===== config.mk =====
export PLATFORM = sky130hd
export DESIGN_NAME = bus_size_conv
export DESIGN_NICKNAME = d
export VERILOG_FILES = /design/src/rtl/bsc_pkg.sv /design/src/rtl/bsc_fsm.sv /design/src/rtl/bsc_lanes.sv /design/src/rtl/bus_size_conv.sv
export SDC_FILE = /design/constraint.sdc
export NUM_CORES = 1
export LEC_CHECK = 0
export CORE_MARGIN = 3
export CORE_UTILIZATION = 36
export DETAILED_ROUTE_END_ITERATION = 10
export PLACE_DENSITY = 0.8
export SYNTH_ARGS = -nofsm -noshare
export SYNTH_HDL_FRONTEND = slang
export SYNTH_SLANG_ARGS = --single-unit

===== constraint.sdc =====
create_clock -name clk_i -period 2.4 [get_ports clk_i]
set_clock_uncertainty 0.1 [all_clocks]
set_input_delay 0.48 -clock clk_i [delete_from_list [all_inputs] [get_ports clk_i]]
set_output_delay 0.48 -clock clk_i [all_outputs]
set_load 0.02 [all_outputs]

===== src/rtl/bsc_pkg.sv =====
package bsc_pkg;
  typedef enum logic [2:0] {
    ST_IDLE,
    ST_CHK,
    ST_PASS,
    ST_FIRST,
    ST_RESTART,
    ST_SECOND,
    ST_DONE
  } bsc_state_e;
endpackage


===== src/rtl/bsc_fsm.sv =====
module bsc_fsm
  import bsc_pkg::*;
(
  input  logic       clk_i,
  input  logic       rst_ni,
  input  logic       start_i,
  input  logic       bhe_ni,
  input  logic       a0_i,
  input  logic       io_i,
  input  logic       wr_i,
  input  logic       mem16_ni,
  input  logic       io16_ni,
  input  logic       bus_done_i,
  output bsc_state_e state_o,
  output logic       a0_q_o,
  output logic       wr_q_o
);
  bsc_state_e state_q, state_d;
  logic bhe_nq, a0_q, io_q, wr_q;
  logic word_req, claimed;

  always_ff @(posedge clk_i or negedge rst_ni) begin
    if (!rst_ni) begin
      bhe_nq <= 1'b1;
      a0_q   <= 1'b0;
      io_q   <= 1'b0;
      wr_q   <= 1'b0;
    end else if (start_i && state_q == ST_IDLE) begin
      bhe_nq <= bhe_ni;
      a0_q   <= a0_i;
      io_q   <= io_i;
      wr_q   <= wr_i;
    end
  end

  assign word_req = !bhe_nq && !a0_q;
  // strobes are sampled only in ST_CHK
  assign claimed  = io_q ? !io16_ni : !mem16_ni;

  always_comb begin
    state_d = state_q;
    unique case (state_q)
      ST_IDLE:    if (start_i) state_d = ST_CHK;
      ST_CHK:     state_d = (word_req && !claimed) ? ST_FIRST : ST_PASS;
      ST_PASS:    if (bus_done_i) state_d = ST_DONE;
      ST_FIRST:   if (bus_done_i) state_d = ST_RESTART;
      ST_RESTART: state_d = bus_done_i ? ST_DONE : ST_SECOND;
      ST_SECOND:  if (bus_done_i) state_d = ST_DONE;
      ST_DONE:    state_d = ST_IDLE;
      default:    state_d = ST_IDLE;
    endcase
  end

  always_ff @(posedge clk_i or negedge rst_ni) begin
    if (!rst_ni) state_q <= ST_IDLE;
    else         state_q <= state_d;
  end

  assign state_o = state_q;
  assign a0_q_o  = a0_q;
  assign wr_q_o  = wr_q;


  byte_no_conv_chk: assert property (@(posedge clk_i) disable iff (!rst_ni)
    (state_q == ST_CHK && (bhe_nq || a0_q)) |=> state_q == ST_PASS);


  busy_start_ignored_chk: assert property (@(posedge clk_i) disable iff (!rst_ni)
    (state_q != ST_IDLE && start_i) |=> ($stable(wr_q) && $stable(a0_q)));
endmodule


===== src/rtl/bsc_lanes.sv =====
module bsc_lanes
  import bsc_pkg::*;
#(
  parameter int LANE_W = 8
) (
  input  logic                clk_i,
  input  logic                rst_ni,
  input  bsc_state_e          state_i,
  input  logic                bus_done_i,
  input  logic                swap_i,
  input  logic [2*LANE_W-1:0] bus_rd_i,
  input  logic [2*LANE_W-1:0] cpu_wd_i,
  output logic [2*LANE_W-1:0] cpu_rd_o,
  output logic [2*LANE_W-1:0] bus_wd_o
);
  localparam int BUS_W = 2 * LANE_W;
  localparam int NLANE = 2;

  logic [BUS_W-1:0] rd_q;

  // write routing per lane: the low lane takes the upper byte while swapping
  for (genvar g = 0; g < NLANE; g++) begin : g_wlane
    if (g == 0) begin : g_low
      assign bus_wd_o[LANE_W-1:0] = swap_i ? cpu_wd_i[BUS_W-1:LANE_W]
                                           : cpu_wd_i[LANE_W-1:0];
    end else begin : g_high
      assign bus_wd_o[g*LANE_W +: LANE_W] = cpu_wd_i[g*LANE_W +: LANE_W];
    end
  end

  // read assembly
  always_ff @(posedge clk_i or negedge rst_ni) begin
    if (!rst_ni) begin
      rd_q <= '0;
    end else if (bus_done_i) begin
      unique case (state_i)
        ST_PASS:              rd_q <= bus_rd_i;
        ST_FIRST:             rd_q[LANE_W-1:0] <= bus_rd_i[LANE_W-1:0];
        ST_RESTART, ST_SECOND: rd_q[BUS_W-1:LANE_W] <= bus_rd_i[LANE_W-1:0];
        default: ;
      endcase
    end
  end

  assign cpu_rd_o = rd_q;


  swap_route_chk: assert property (@(posedge clk_i) disable iff (!rst_ni)
    swap_i |-> bus_wd_o[LANE_W-1:0] == cpu_wd_i[BUS_W-1:LANE_W]);
endmodule


===== src/rtl/bus_size_conv.sv =====
module bus_size_conv
  import bsc_pkg::*;
#(
  parameter int LANE_W = 8,
  localparam int BUS_W = 2 * LANE_W
) (
  input  logic             clk_i,
  input  logic             rst_ni,
  input  logic             start_i,
  input  logic             bhe_ni,
  input  logic             a0_i,
  input  logic             io_i,
  input  logic             wr_i,
  input  logic             mem16_ni,
  input  logic             io16_ni,
  input  logic             bus_done_i,
  input  logic [BUS_W-1:0] bus_rd_i,
  input  logic [BUS_W-1:0] cpu_wd_i,
  output logic             conv_o,
  output logic             swap_gate_o,
  output logic             swap_dir_o,
  output logic             a0_o,
  output logic             next_cyc_o,
  output logic             ready_o,
  output logic [BUS_W-1:0] cpu_rd_o,
  output logic [BUS_W-1:0] bus_wd_o
);
  bsc_state_e state;
  logic a0_q, wr_q, odd_half;

  bsc_fsm u_fsm (
    .clk_i      (clk_i),
    .rst_ni     (rst_ni),
    .start_i    (start_i),
    .bhe_ni     (bhe_ni),
    .a0_i       (a0_i),
    .io_i       (io_i),
    .wr_i       (wr_i),
    .mem16_ni   (mem16_ni),
    .io16_ni    (io16_ni),
    .bus_done_i (bus_done_i),
    .state_o    (state),
    .a0_q_o     (a0_q),
    .wr_q_o     (wr_q)
  );

  assign odd_half    = (state == ST_RESTART) || (state == ST_SECOND);
  assign conv_o      = (state == ST_FIRST) || odd_half;
  assign swap_gate_o = odd_half;
  assign swap_dir_o  = wr_q;
  assign next_cyc_o  = (state == ST_RESTART);
  assign ready_o     = (state == ST_DONE);

  always_comb begin
    if (state == ST_FIRST) a0_o = 1'b0;
    else if (odd_half)     a0_o = 1'b1;
    else                   a0_o = a0_q;
  end

  bsc_lanes #(.LANE_W(LANE_W)) u_lanes (
    .clk_i      (clk_i),
    .rst_ni     (rst_ni),
    .state_i    (state),
    .bus_done_i (bus_done_i),
    .swap_i     (odd_half),
    .bus_rd_i   (bus_rd_i),
    .cpu_wd_i   (cpu_wd_i),
    .cpu_rd_o   (cpu_rd_o),
    .bus_wd_o   (bus_wd_o)
  );


  ready_pulse_chk: assert property (@(posedge clk_i) disable iff (!rst_ni)
    ready_o |=> !ready_o);


  conv_no_ready_chk: assert property (@(posedge clk_i) disable iff (!rst_ni)
    conv_o |-> !ready_o);


  swap_odd_chk: assert property (@(posedge clk_i) disable iff (!rst_ni)
    swap_gate_o |-> (a0_o && conv_o));


  first_even_chk: assert property (@(posedge clk_i) disable iff (!rst_ni)
    (conv_o && !swap_gate_o) |-> !a0_o);


  next_cyc_once_chk: assert property (@(posedge clk_i) disable iff (!rst_ni)
    next_cyc_o |=> !next_cyc_o);


  reset_quiet_chk: assert property (@(posedge clk_i)
    !rst_ni |-> !(conv_o || swap_gate_o || next_cyc_o || ready_o));
endmodule


==> results of run 1 <==
[per-stage QoR]
| step | setup slack [ns] | hold WS [ns] | instances | util |
|---|---|---|---|---|
| floorplan | 0.355 | 0.0844 | 97 | - |
| global placement | 0.103 | 0.388 | 213 | 0.644 |
| detailed placement | 0.0915 | 0.393 | 213 | 0.644 |
| CTS | 0.0613 | 0.372 | 217 | 0.650 |
| global route | 0.0493 | 0.392 | 217 | 0.652 |
| finish | 0.127 | 0.371 | 217 | 0.652 |
[worst max-delay path by stage]
stage                                 from          end  slack [ns]
after floorplan           u_fsm.state_o[2]  bus_wd_o[0]        0.35
after global placement        cpu_wd_i[10]  bus_wd_o[2]        0.10
after detailed placement      cpu_wd_i[13]  bus_wd_o[5]        0.09
after CTS                 u_fsm.state_o[0]         a0_o        0.06
after global routing      u_fsm.state_o[1]  swap_gate_o        0.05
final                     u_fsm.state_o[1]  swap_gate_o        0.13
[logic make-up after synthesis]
| kind of cell | Yosys count |
|---|---|
| muxes | 37 |
| DFF | 23 |
| buffers and inverters | 16 |
| and+or+nand+nor | 14 |
| AOI/OAI and AO/OA | 7 |
[cells in the mapped netlist]
| cell type | count |
|---|---|
| a21boi_4 | 1 |
| nor4b_4 | 1 |
| or3b_4 | 1 |
| nand3b_1 | 1 |
| dfrtp_1 | 22 |
| o22ai_1 | 1 |
| dfstp_2 | 1 |
| mux2i_1 | 1 |
| and3_1 | 1 |
| a21oi_1 | 2 |
| nor2_1 | 1 |
| buf_2 | 3 |
| nand2_1 | 4 |
| nand3_1 | 1 |
| inv_1 | 3 |
| nand2b_1 | 2 |
| nor4_1 | 1 |
| mux2_2 | 36 |
| buf_4 | 9 |
| a311o_1 | 1 |
| o21ai_0 | 1 |
| buf_6 | 1 |
| o31ai_1 | 1 |
| nor3_1 | 1 |
[routing by layer]
layer / global-route usage / vias up
li1: - / 487
met2: 0.295 / 57
met3: 0.0520 / 2
met5: 0 / -
met4: 0.0396 / 0
met1: 0.175 / 493
[power groups by stage]
stage / clock network [W] / logic, W / registers (W)
detailed placement: 0 / 0.00151 / 0.000711
finish: 0.000174 / 0.00146 / 0.000704
global placement: 0 / 0.00148 / 0.000701
CTS: 0.000181 / 0.00149 / 0.000706
global route: 0.000199 / 0.00156 / 0.000734
floorplan: 0 / 0.000697 / 0.000872
[sequential cells by signal, indices dropped and copies added (netlist names)]
name / flops
u_fsm.a0_q_o: 1
u_fsm.bhe_nq: 1
u_fsm.wr_q_o: 1
u_fsm.io_q: 1
u_fsm.state_o: 3
u_lanes.cpu_rd_o: 16
[repair_timing]
action	4_1_cts	5_1_grt
hold buffers	0	0
pin swaps	0	0
resized for setup	8	3
cloned	0	0
setup buffers	0	0
endpoints found under the setup margin	8	3
[final cells by class]
type / count / area share
repair buffers: 85 / 0.402
flip-flops and latches: 23 / 0.278
multi-input cells: 58 / 0.275
well taps: 44 / 0.0266
clock buffers: 4 / 0.0127
inverters: 3 / 0.00543
[cell usage in the layout, fill, tap and decap left out, types with 2 or more instances in the layout]
cell type | Yosys | final
dlygate4sd2_1 | 0 | 8
nand2b_1 | 2 | 2
a21oi_1 | 2 | 2
clkbuf_4 | 0 | 3
dfrtp_1 | 22 | 22
buf_4 | 9 | 6
mux2_2 | 36 | 36
clkdlybuf4s50_1 | 0 | 68
inv_1 | 3 | 3
dlymetal6s2s_1 | 0 | 3
nand2_1 | 4 | 4
==> impl_metrics.ini, run 1 <==
[run_status]
outcome = completed

[grt]
grt_pass1_vias = 1094
gr-total-overflow = 0
grtUsageTotal = 0.160
antenna_found_initial = 0
grt_max_degree = 15
grt_pass1_wl_mm = 5.29

[finish]
areaGrowthSynthToFinish_pct = 65.6
fin_area_sq_mm = 0.00207
drive_gt1_frac = 0.283
fillCellCount = 266
n_antenna_cell = 0
regArea_sq_um = 577
multiInputGateArea_sq_um = 569
fin_nets = 216

[placed_design]
postPlaceCellArea_sq_mm = 0.00205
port_buffers = 79
hpwl_mm = 2.64
routabilityCongestion = 0.679

[yosys]
synth_top_family_by_area = multiplexers
ys_warn_count = 0
synth-compound-area-share = 0.0460
synthesis.nets = 139
yosys.area_share.simple = 0.0770
netlist_area_sq_mm = 0.00125
synth-xor-area-share = 0
synth_top_area_share = 0.440
netlist_instances = 97
synth.avg_cell_area_sq_um = 12.9
yosysTopAreaCell = dfrtp_1
yosys-top-cells-area = dfrtp_1 44%, mux2_2 32%, buf_4 5.4%
synthMuxAreaShare = 0.332
ys_types = 24
synth_fa_ha_area_frac = 0
synth.yosys.seq_area_share = 0.461
ys_ff_latch = 23

[route]
routedWlPerCell_um = 14.8
met3_length_um = 338
highest_layer = met4
drtAntennaViolNets = 0
routedLengthMet1_mm = 1.24
drt_wl_total_mm = 3.20
routed-wl-met2_mm = 1.60
via_per_inst = 4.79
vias = 1039
drt-initial-drc-count = 32
dr.pass1.iters = 2
drc = 0

[setup_path]
reg2reg_to = u_lanes.cpu_rd_o[14]
crit_chain = nand2b_1 > buf_4 > inv_1 > clkdlybuf4s50_1
cpLargestDelayFamily = buffers and inverters
arrival_ns = 1.69
ff2ff_setup_slack_ns = 0.53
crit_cells = 4
path_buf_inv = 3
worst_setup_path_start_kind = register
crit_slowest_cell = clkdlybuf4s50_1
critPathRequiredTime_ns = 1.82
rr_worst_depth = 4
r2r_start = u_fsm.state_o[2]
endpoint_kind = output port
critPathMaxFanout = 11
critPathKind = reg2out
slowest_delay_ns = 0.59

[cts]
cts_buffers = 3
h-tree-depth = 1
clock_sinks = 23
worstSkewPairLatency_ns = 0.30
clk_pin_slew_ns = 0.12
clock_path_buffers = 2
clockRootBuffer = clkbuf_4
cts_tree = yes

[sta]
slew_viol_final = 0
hold_viol = 0
fmax_mhz = 440
tightestPinTransition_ns = 0.447
slew_headroom = 0.701
grt_setup_unrepaired = no
min_period_over_period = 0.947
finalSetupTns_ns = 0
finalSetupViolCount = 0
min_period_ns = 2.27

[pwr]
p_leak_nw = 0.903
p_comb_frac = 0.624
p_switching_w = 0.000893
p_sw_frac = 0.383
power.internal_w = 0.00144
powerDensity_mw_per_mm2 = 1130
clockPowerShare = 0.075
seq_power_share = 0.302
ir_drop_mv = 0.688
power_w = 0.00233

[floorplan]
dieArea_sq_mm = 0.00422
ios = 80
num_rows = 20
core_sq_mm = 0.00318
start_util = 0.394
die-width_um = 65.0
die_height_um = 65.0

[run]
drv_cap = 0

[worst_hold_path]
hp-class = in2async
(Power assumes the default switching activity.)
==> run 2, diff against run 1 <==
--- a/config.mk
+++ b/config.mk
@@ -5,6 +5,7 @@
 export SDC_FILE = /design/constraint.sdc
 export NUM_CORES = 1
 export LEC_CHECK = 0
+export ABC_CLOCK_PERIOD_IN_PS = 2400
 export CORE_MARGIN = 3
 export CORE_UTILIZATION = 36
 export DETAILED_ROUTE_END_ITERATION = 10
==> results of run 2 <==
No change in the layout: final DEF, timing and power equal those of run 1.
